===== src/rtl/seq_pkg.sv =====
package seq_pkg;

    typedef enum logic [4:0] {
        S_HALT, S_FADDR, S_FREAD, S_FIR, S_DECODE,
        S_ADD, S_AND, S_NOT,
        S_BRCHK, S_BRTAKE, S_JMP,
        S_JSR_LINK, S_JSR_JUMP,
        S_LD_ADDR, S_LD_READ, S_LD_WB,
        S_ST_ADDR, S_ST_DATA, S_ST_WRITE,
        S_PAUSE_WAIT, S_PAUSE_REL
    } seq_state_e;

    localparam logic [3:0] OP_BR    = 4'b0000;
    localparam logic [3:0] OP_ADD   = 4'b0001;
    localparam logic [3:0] OP_JSR   = 4'b0100;
    localparam logic [3:0] OP_AND   = 4'b0101;
    localparam logic [3:0] OP_LDR   = 4'b0110;
    localparam logic [3:0] OP_STR   = 4'b0111;
    localparam logic [3:0] OP_NOT   = 4'b1001;
    localparam logic [3:0] OP_JMP   = 4'b1100;
    localparam logic [3:0] OP_PAUSE = 4'b1101;

    localparam logic [1:0] PCS_INC   = 2'd0;
    localparam logic [1:0] PCS_ADDER = 2'd2;
    localparam logic       A1_PC     = 1'b0;
    localparam logic       A1_BASE   = 1'b1;
    localparam logic [1:0] A2_ZERO   = 2'd0;
    localparam logic [1:0] A2_OFF6   = 2'd1;
    localparam logic [1:0] A2_OFF9   = 2'd2;
    localparam logic [1:0] A2_OFF11  = 2'd3;
    localparam logic [1:0] ALU_ADD   = 2'd0;
    localparam logic [1:0] ALU_AND   = 2'd1;
    localparam logic [1:0] ALU_NOT   = 2'd2;
    localparam logic [1:0] ALU_PASS  = 2'd3;

    typedef struct packed {
        logic       gate_pc;
        logic       gate_mdr;
        logic       gate_alu;
        logic       gate_addr;
        logic       ld_mar;
        logic       ld_mdr;
        logic       ld_ir;
        logic       ld_reg;
        logic       ld_pc;
        logic       ld_cc;
        logic       ld_ben;
        logic [1:0] pc_sel;
        logic       addr1_sel;
        logic [1:0] addr2_sel;
        logic       dr_sel;
        logic       sr1_sel;
        logic [1:0] alu_op;
        logic       mdr_src;
        logic       mem_en;
        logic       mem_we;
    } ctl_t;

    // States in which a memory access is held for the wait counter
    function automatic logic is_mem_state(seq_state_e s);
        return (s == S_FREAD) || (s == S_LD_READ) || (s == S_ST_WRITE);
    endfunction

endpackage


===== src/rtl/seq_next.sv =====
module seq_next
    import seq_pkg::*;
#(
    parameter int MEM_HOLD = 2,
    parameter int CNT_W    = 2
) (
    input  seq_state_e       st,
    input  logic [CNT_W-1:0] cnt,
    input  logic [3:0]       opcode,
    input  logic             ben,
    input  logic             run,
    input  logic             cont,
    output seq_state_e       st_n,
    output logic [CNT_W-1:0] cnt_n,
    output logic             hold_last
);

    localparam logic [CNT_W-1:0] HOLD_END = CNT_W'(MEM_HOLD);

    assign hold_last = (cnt == HOLD_END);

    always_comb begin
        cnt_n = (is_mem_state(st) && !hold_last) ? cnt + 1'b1 : '0;
    end

    always_comb begin
        st_n = st;
        unique case (st)
            S_HALT:       if (run) st_n = S_FADDR;
            S_FADDR:      st_n = S_FREAD;
            S_FREAD:      if (hold_last) st_n = S_FIR;
            S_FIR:        st_n = S_DECODE;
            S_DECODE: begin
                case (opcode)
                    OP_ADD:   st_n = S_ADD;
                    OP_AND:   st_n = S_AND;
                    OP_NOT:   st_n = S_NOT;
                    OP_BR:    st_n = S_BRCHK;
                    OP_JMP:   st_n = S_JMP;
                    OP_JSR:   st_n = S_JSR_LINK;
                    OP_LDR:   st_n = S_LD_ADDR;
                    OP_STR:   st_n = S_ST_ADDR;
                    OP_PAUSE: st_n = S_PAUSE_WAIT;
                    default:  st_n = S_FADDR;
                endcase
            end
            S_BRCHK:      st_n = ben ? S_BRTAKE : S_FADDR;
            S_JSR_LINK:   st_n = S_JSR_JUMP;
            S_LD_ADDR:    st_n = S_LD_READ;
            S_LD_READ:    if (hold_last) st_n = S_LD_WB;
            S_ST_ADDR:    st_n = S_ST_DATA;
            S_ST_DATA:    st_n = S_ST_WRITE;
            S_ST_WRITE:   if (hold_last) st_n = S_FADDR;
            S_PAUSE_WAIT: if (cont) st_n = S_PAUSE_REL;
            S_PAUSE_REL:  if (!cont) st_n = S_FADDR;
            default:      st_n = S_FADDR;
        endcase
    end

endmodule


===== src/rtl/seq_outdec.sv =====
module seq_outdec
    import seq_pkg::*;
(
    input  seq_state_e st,
    input  logic       hold_last,
    output ctl_t       ctl
);

    always_comb begin
        ctl = '0;
        unique case (st)
            S_FADDR: begin
                ctl.gate_pc = 1'b1;
                ctl.ld_mar  = 1'b1;
                ctl.ld_pc   = 1'b1;
                ctl.pc_sel  = PCS_INC;
            end
            S_FREAD, S_LD_READ: begin
                ctl.mem_en  = 1'b1;
                ctl.ld_mdr  = hold_last;
                ctl.mdr_src = hold_last;
            end
            S_FIR: begin
                ctl.gate_mdr = 1'b1;
                ctl.ld_ir    = 1'b1;
            end
            S_DECODE: ctl.ld_ben = 1'b1;
            S_ADD, S_AND, S_NOT: begin
                ctl.gate_alu = 1'b1;
                ctl.ld_reg   = 1'b1;
                ctl.ld_cc    = 1'b1;
                ctl.alu_op   = (st == S_ADD) ? ALU_ADD :
                               (st == S_AND) ? ALU_AND : ALU_NOT;
            end
            S_BRTAKE: begin
                ctl.ld_pc     = 1'b1;
                ctl.pc_sel    = PCS_ADDER;
                ctl.addr1_sel = A1_PC;
                ctl.addr2_sel = A2_OFF9;
            end
            S_JMP: begin
                ctl.ld_pc     = 1'b1;
                ctl.pc_sel    = PCS_ADDER;
                ctl.addr1_sel = A1_BASE;
                ctl.addr2_sel = A2_ZERO;
            end
            S_JSR_LINK: begin
                ctl.gate_pc = 1'b1;
                ctl.ld_reg  = 1'b1;
                ctl.dr_sel  = 1'b1;
            end
            S_JSR_JUMP: begin
                ctl.ld_pc     = 1'b1;
                ctl.pc_sel    = PCS_ADDER;
                ctl.addr1_sel = A1_PC;
                ctl.addr2_sel = A2_OFF11;
            end
            S_LD_ADDR, S_ST_ADDR: begin
                ctl.gate_addr = 1'b1;
                ctl.ld_mar    = 1'b1;
                ctl.addr1_sel = A1_BASE;
                ctl.addr2_sel = A2_OFF6;
            end
            S_LD_WB: begin
                ctl.gate_mdr = 1'b1;
                ctl.ld_reg   = 1'b1;
                ctl.ld_cc    = 1'b1;
            end
            S_ST_DATA: begin
                ctl.gate_alu = 1'b1;
                ctl.ld_mdr   = 1'b1;
                ctl.sr1_sel  = 1'b1;
                ctl.alu_op   = ALU_PASS;
            end
            S_ST_WRITE: begin
                ctl.mem_en = 1'b1;
                ctl.mem_we = 1'b1;
            end
            default: ctl = '0;
        endcase
    end

endmodule


===== src/rtl/instr_sequencer.sv =====
module instr_sequencer
    import seq_pkg::*;
#(
    parameter int MEM_HOLD = 2
) (
    input  logic       clk,
    input  logic       rst,
    input  logic       run_i,
    input  logic       cont_i,
    input  logic [3:0] opcode_i,
    input  logic       ben_i,
    output logic       gate_pc,
    output logic       gate_mdr,
    output logic       gate_alu,
    output logic       gate_addr,
    output logic       ld_mar,
    output logic       ld_mdr,
    output logic       ld_ir,
    output logic       ld_reg,
    output logic       ld_pc,
    output logic       ld_cc,
    output logic       ld_ben,
    output logic [1:0] pc_sel,
    output logic       addr1_sel,
    output logic [1:0] addr2_sel,
    output logic       dr_sel,
    output logic       sr1_sel,
    output logic [1:0] alu_op,
    output logic       mdr_src,
    output logic       mem_en,
    output logic       mem_we
);

    localparam int CNT_W = (MEM_HOLD > 0) ? $clog2(MEM_HOLD + 1) : 1;

    seq_state_e       st_q, st_d;
    logic [CNT_W-1:0] cnt_q, cnt_d;
    logic             hold_last;
    ctl_t             ctl;

    seq_next #(.MEM_HOLD(MEM_HOLD), .CNT_W(CNT_W)) u_next (
        .st        (st_q),
        .cnt       (cnt_q),
        .opcode    (opcode_i),
        .ben       (ben_i),
        .run       (run_i),
        .cont      (cont_i),
        .st_n      (st_d),
        .cnt_n     (cnt_d),
        .hold_last (hold_last)
    );

    seq_outdec u_dec (
        .st        (st_q),
        .hold_last (hold_last),
        .ctl       (ctl)
    );

    always_ff @(posedge clk) begin
        if (rst) begin
            st_q  <= S_HALT;
            cnt_q <= '0;
        end else begin
            st_q  <= st_d;
            cnt_q <= cnt_d;
        end
    end

    assign gate_pc   = ctl.gate_pc;
    assign gate_mdr  = ctl.gate_mdr;
    assign gate_alu  = ctl.gate_alu;
    assign gate_addr = ctl.gate_addr;
    assign ld_mar    = ctl.ld_mar;
    assign ld_mdr    = ctl.ld_mdr;
    assign ld_ir     = ctl.ld_ir;
    assign ld_reg    = ctl.ld_reg;
    assign ld_pc     = ctl.ld_pc;
    assign ld_cc     = ctl.ld_cc;
    assign ld_ben    = ctl.ld_ben;
    assign pc_sel    = ctl.pc_sel;
    assign addr1_sel = ctl.addr1_sel;
    assign addr2_sel = ctl.addr2_sel;
    assign dr_sel    = ctl.dr_sel;
    assign sr1_sel   = ctl.sr1_sel;
    assign alu_op    = ctl.alu_op;
    assign mdr_src   = ctl.mdr_src;
    assign mem_en    = ctl.mem_en;
    assign mem_we    = ctl.mem_we;

    a_r3_one_gate: assert property (@(posedge clk) disable iff (rst)
        $onehot0({gate_pc, gate_mdr, gate_alu, gate_addr}));

    a_r4_one_load: assert property (@(posedge clk) disable iff (rst)
        $onehot0({ld_mar, ld_mdr, ld_ir, ld_reg}));

    a_r13_write_needs_enable: assert property (@(posedge clk) disable iff (rst)
        mem_we |-> mem_en);

    a_r1_halt_until_run: assert property (@(posedge clk) disable iff (rst)
        (st_q == S_HALT && !run_i) |=> (st_q == S_HALT));

    a_r11_pause_hold: assert property (@(posedge clk) disable iff (rst)
        (st_q == S_PAUSE_WAIT && !cont_i) |=> (st_q == S_PAUSE_WAIT));

    a_r11_release_hold: assert property (@(posedge clk) disable iff (rst)
        (st_q == S_PAUSE_REL && cont_i) |=> (st_q == S_PAUSE_REL));

    a_r2_ir_after_mdr: assert property (@(posedge clk) disable iff (rst)
        ld_ir |-> $past(ld_mdr));

    a_r2_decode_after_ir: assert property (@(posedge clk) disable iff (rst)
        ld_ir |=> ld_ben);

endmodule


===== config.mk =====
export PLATFORM = sky130hd
export DESIGN_NAME = instr_sequencer
export DESIGN_NICKNAME = d
export VERILOG_FILES = /design/src/rtl/seq_pkg.sv /design/src/rtl/seq_next.sv /design/src/rtl/seq_outdec.sv /design/src/rtl/instr_sequencer.sv
export SDC_FILE = /design/constraint.sdc
export NUM_CORES = 1
export LEC_CHECK = 0
export CAP_MARGIN = 20
export CELL_PAD_IN_SITES_DETAIL_PLACEMENT = 0
export CELL_PAD_IN_SITES_GLOBAL_PLACEMENT = 1
export CORE_MARGIN = 1
export CORE_UTILIZATION = 32
export DETAILED_ROUTE_END_ITERATION = 6
export PLACE_DENSITY = 0.81
export SYNTH_ARGS = -nofsm -noshare
export SYNTH_HDL_FRONTEND = slang
export SYNTH_HIERARCHICAL = 1
export SYNTH_SLANG_ARGS = --single-unit
export TNS_END_PERCENT = 10

===== constraint.sdc =====
create_clock -name clk -period 1.9 [get_ports clk]
set_input_delay 0.285 -clock clk [delete_from_list [all_inputs] [get_ports clk]]
set_output_delay 0.285 -clock clk [all_outputs]
set_load 0.02 [all_outputs]

Word-level counts from Yosys, hierarchy flattened
Memory sizes are Yosys's and may differ from the RTL's.
Cells that the tools add are included.
Widths: inputs -> output; s select.

word-level totals
  register bits after elaboration = 7
  bits in latches = 0
  RAM bits = 0
  memory bits (read-only) = 80
  input bits = 9
  output and inout port bits = 23
  word-level logic and storage cells = 80
  memories = 1

operators by class
  add/sub/neg operators = 1
  $mul = 0
  div/mod/pow operators = 0
  magnitude comparators = 0
  eq/ne operators = 27
  shifts and indexed selects = 0
  mux-type cells = 29
  bitwise operators = 1
  reduce and logical (&&, ||, !) cells = 19

memories
  name              depth  bits a word  read ports  clocked after memory_dff  wr ports  RTL line        source
  (name not given)  16     5            1           0                         0         seq_next.sv:34  case (opcode)

operators by type and width
  operator             count
  $pmux 5 s14          1
  $eq 5x4->1 const B   8
  $mux 5               6
  $eq 5x5->1 const B   5
  $eq 5x3->1 const B   4
  $mux 1               15
  $pmux 3 s4           1
  $reduce_or 3->1      4
  $reduce_or 4->1      3
  $eq 5x2->1 const B   2
  $reduce_or 2->1      5
  $mux 2               3
  $ne 2x1->1 const B   3
  $ne 2x2->1 const B   3
  $reduce_and 6->1     1
  $eq 5x1->1 const B   1
  $logic_not 5->1      1
  $reduce_or 5->1      1
  $mux 4               1
  $pmux 2 s2           1
  $add 2x1->2 const B  1
  $eq 2x2->1 const B   1
  $logic_or 1x1->1     2
  $pmux 1 s2           1
  3 further kinds      3

Depth between registers and ports, before layout
  depth after elaboration = 6
  depth in mapped cells = 7
  gate-level depth less buffers = 7

Cells and area by module
The synthesis kept the hierarchy.

by module, submodules not included
  module           times used  cells each  area each (um^2)
  seq_next         1           73          484.2
  seq_outdec       1           61          366.6
  instr_sequencer  1           14          183.9

Worst setup path after synthesis
No wires, ideal clock.

  kind = register to output
  start = register st_q[3]
  end = output gate_pc
  arrival time = 1.531 ns
  required time = 1.615 ns
  path slack = 0.084 ns
  cell stages (with the launch flop) = 4
  path buffers = 1
  cell sequence = dfxtp_1 -> clkbuf_1 -> xor2_1 -> nor4b_1

on the way
  word-level cells in the longest chain between the ends = 3
  elaborated cells between the ends (all ways) = 4
  those cells by class = eq/ne: 2; mux: 1; reduce/logical: 1

ends and longest elaborated chain
  item                                      RTL line               source
  from (decl)                               instr_sequencer.sv:36  seq_state_e st_q, st_d;
  from (signal assigned)                    instr_sequencer.sv:64  st_q <= st_d;
  $eq 5x1->1 or $eq 5x4->1 (tied branches)  seq_outdec.sv:11       unique case (st)
  $reduce_or 2->1 (no source line) *        -
  $mux 1 *                                  seq_outdec.sv:11
  to (decl)                                 instr_sequencer.sv:12  output logic gate_pc,

Mark *: on every way between the ends. The rest lies on a longest branch, timed or not.

Final worst setup path
  start = register st_q[2]
  end = output ld_mdr

on the way
  word-level cells in the longest chain between the ends = 3
  elaborated cells between the ends (all ways) = 5
  those cells by class = eq/ne: 3; mux: 1; reduce/logical: 1

ends and longest elaborated chain
  item                                      RTL line               source
  $eq 5x2->1 or $eq 5x4->1 (tied branches)  seq_outdec.sv:11
  $reduce_or 2->1                           seq_outdec.sv:11
  $pmux 1 s2 *                              seq_outdec.sv:11
  to (decl)                                 instr_sequencer.sv:17  output logic ld_mdr,

Marked as above.

==> impl_metrics.py <==
metrics = {
    "yosys": {
        "post_synth.cell_area_avg_um2": 6.99,
        "syn-instance-count": 148,
        "synth_top_cells_by_area": "sky130_fd_sc_hd__dfxtp_1 (14%), sky130_fd_sc_hd__nor2b_1 (7.9%), sky130_fd_sc_hd__a21oi_1 (6.3%)",
        "synth.cells.most_frequent": "sky130_fd_sc_hd__a21oi_1 (13), sky130_fd_sc_hd__nor2_1 (13), sky130_fd_sc_hd__nor2b_1 (13)",
        "synthMuxAreaShare_pct": 2.06,
        "post_synth_num_cell_types": 49,
        "summed_instance_area_of_the_synthesized_netlist_um2": 1030,
        "async_reset_ff_share_pct": 0,
        "ys.warnings.count": 6,
        "synth.yosys.seq_area_share_pct": 13.5,
        "yosys.area_share.simple_pct": 41.2,
        "synth-xor-area-share_pct": 2.54,
        "synth_nets": 161,
        "ys_dominant_reg_cell": "sky130_fd_sc_hd__dfxtp_1",
        "synthAdderAreaFrac_pct": 4.84,
        "netlist.top_cell.by_area": "sky130_fd_sc_hd__dfxtp_1",
        "synth_top_family_by_area": "simple AND/OR/NAND/NOR gates",
        "synth_seq_cells": 7,
        "synth-edff-count": 0,
        "synth_largest_type_area_fraction_pct": 13.5,
        "share_of_the_synthesized_area_in_compound_gates_ao_oa_aoi_oai_pct": 25.6,
    },
    "sta": {
        "period_needed_ns": 1.85,
        "clock_skew_ns": 0.00168,
        "finalSetupViolCount": 0,
        "clock.fmax_mhz": 541,
        "hold_viol": 0,
        "period_share_pct": 97.2,
        "setup_repair_after_global_routing_missed_its_margin": "true",
        "drv_slew": 0,
    },
    "status": {
        "result_of_the_run": "finished, final reports clean",
    },
    "layout": {
        "n_diodes": 0,
        "drive_above_1_share_pct": 29.0,
        "design_area_um2": 1490,
        "flow.area_growth_from_synthesis_pct": 44.0,
        "fin_nets": 207,
    },
    "drt": {
        "topRoutingLayerUsed": "met4",
        "first_pass_iters": 4,
        "finalWirelength_mm": 2.82,
        "drcViolationCount": 0,
        "met2_wirelength_mm": 1.41,
        "routed-via-count": 1211,
        "detail_route.vias_per_cell": 5.11,
        "routedLengthMet1_mm": 1.22,
        "met3WireLength_um": 136,
        "detail_route.wl_per_cell_um": 11.9,
        "initial_drt_markers": 33,
        "postRouteAntennaNets": 0,
    },
    "global_route": {
        "grt_first_pass_wirelength_mm": 4.71,
        "grt_antenna_before_repair": 0,
        "grt_pass1_vias": 1063,
        "globalRoute.totalOverflow": 0,
        "grt_max_degree": 15,
        "globalRouteTotalUtil_pct": 17.4,
    },
    "power_and_ir_drop": {
        "finalPower_mw": 0.580,
        "powerDensity_nw_per_um2": 389,
        "p_leak_nw": 0.690,
        "vdd_ir_drop_max_mv": 0.196,
    },
    "cts": {
        "cts_buffer_count": 3,
        "cts_num_sinks": 7,
        "cts.repair_timing.setup_buffer_count": 0,
        "cts.reportedPaths.clkPinSlew_ns": 0.05,
        "cts_hold_buf": 0,
        "clockRootBuffer": "sky130_fd_sc_hd__clkbuf_4",
        "cts_tree": "built",
        "worstSkewPairLatency_ns": 0.24,
        "cts_htree_levels": 1,
        "clockBufferDepth": 2,
    },
    "worst_hold_path": {
        "hold_path.startpoint": "cnt_q[0]",
        "min_path_cells": 2,
        "holdCritPathClass": "flip-flop to flip-flop",
        "min_to": "cnt_q[0]",
    },
    "place": {
        "place_congestion": 0.850,
        "hpwl_mm": 2.17,
        "placedInstanceArea_um2": 1490,
        "port_buffers": 30,
    },
    "setup_path": {
        "crit_path_max_fanout": 6,
        "critical_path.reg2reg.endpoint": "st_q[0]",
        "timing.critical_path.from": "st_q[2]",
        "setup.reg_to_reg.worst_slack_ns": 0.30,
        "cp.required_ns": 1.62,
        "criticalPathCategory": "flip-flop to output port",
        "cp.arrival_ns": 1.56,
        "r2r.worst_path.cells": 6,
        "worstSetupEndpointType": "output port",
        "start_kind": "flip-flop",
        "timing.rr.start": "st_q[1]",
    },
    "die": {
        "core.rowCount": 20,
        "die-area_um2": 3470,
        "core-area_um2": 3050,
        "chipHeight_um": 58.9,
        "io-pin-count": 32,
        "dieWidth_um": 58.9,
        "initial_utilization_pct": 33.9,
    },
    "flow_run": {
        "timing.max_cap.violations": 0,
    },
}
## power by group
part	internal (mW)	switching (mW)	leakage, nW
sequential	0.155	0.0131	0.0581
clock	0.0797	0.0485	0.0150
combinational	0.135	0.149	0.617
## what timing repair did
item | in CTS | in global routing
resized for setup | 40 | 35
hold endpoints to repair | 0 | 0
endpoints found under the setup margin | 22 | 20
## sequential cells by signal (all words and copies together), names as in the netlist
signal  count
cnt_q       2
st_q        5
## through the flow
stage / worst slack, ns / hold WS, ns / TNS, ns / utilization, % / std cells
2_1_floorplan: 0.0837 / 0.357 / 0 / - / 148
3_3_place_gp: -0.100 / 0.514 / -0.595 / 48.7 / 233
3_5_place_dp: -0.126 / 0.526 / -0.781 / 48.7 / 233
4_1_cts: 0.000316 / 0.534 / 0 / 49.6 / 237
5_1_grt: -0.0243 / 0.576 / -0.0471 / 48.8 / 237
6_report: 0.0527 / 0.528 / 0 / 48.8 / 237
## area by class of cell
| type | count | area, µm² |
|---|---|---|
| Multi-Input combinational cell | 121 | 831 |
| Sequential cell | 7 | 145 |
| Timing Repair Buffer | 52 | 399 |
| Tap cell | 44 | 55.1 |
| Fill cell | 315 | 1560 |
| Inverter | 9 | 33.8 |
| Clock buffer | 4 | 26.3 |
## metal layers
layer	track usage [%]	vias to the layer above
li1	-	607
met1	21.3	556
met2	30.4	42
met3	1.76	6
met4	8.16	0
met5	0	-
## worst max path at each step
stage                           end  depth (start not counted)  slack [ns]
final                        ld_mdr                          5        0.05
after floorplan             gate_pc                          3        0.08
after global placement        ld_pc                          4       -0.10
after detailed placement  addr1_sel                          4       -0.13
after global routing         ld_mdr                          5       -0.02
after CTS                  gate_alu                          5      0.0003
## cells by family after synthesis
| group | count (synthesis) |
|---|---|
| AND/OR/NAND/NOR | 71 |
| multiplexers | 2 |
| buffers and inverters | 20 |
| flip-flops | 7 |
| XOR/XNOR | 3 |
| AO/OA/AOI/OAI | 40 |
| adder cells (fa/ha/maj) | 4 |
| other | 1 |
## cell usage in the layout, fill, tap and decap left out, types with 4 or more instances in the layout
cell,n
sky130_fd_sc_hd__clkdlybuf4s50_1,8
sky130_fd_sc_hd__ha_1,4
sky130_fd_sc_hd__nor2b_1,13
sky130_fd_sc_hd__buf_4,22
sky130_fd_sc_hd__nand2b_1,7
sky130_fd_sc_hd__dfxtp_1,5
sky130_fd_sc_hd__nor2_1,13
sky130_fd_sc_hd__inv_1,9
sky130_fd_sc_hd__nor3_1,4
sky130_fd_sc_hd__a21oi_1,12
sky130_fd_sc_hd__clkbuf_2,12
sky130_fd_sc_hd__nand3_1,4
sky130_fd_sc_hd__nand2_1,11
sky130_fd_sc_hd__dlygate4sd2_1,4
sky130_fd_sc_hd__o21ai_0,6
## critical path: stages, from the launching register on
cell and delay (ns):
sky130_fd_sc_hd__dfxtp_1 0.34, sky130_fd_sc_hd__buf_4 0.17, sky130_fd_sc_hd__nor4bb_2 0.29, sky130_fd_sc_hd__and2_1 0.18, sky130_fd_sc_hd__a31o_2 0.10, sky130_fd_sc_hd__clkdlybuf4s15_2 0.25
No activity file was read; power rests on OpenSTA's default activity.
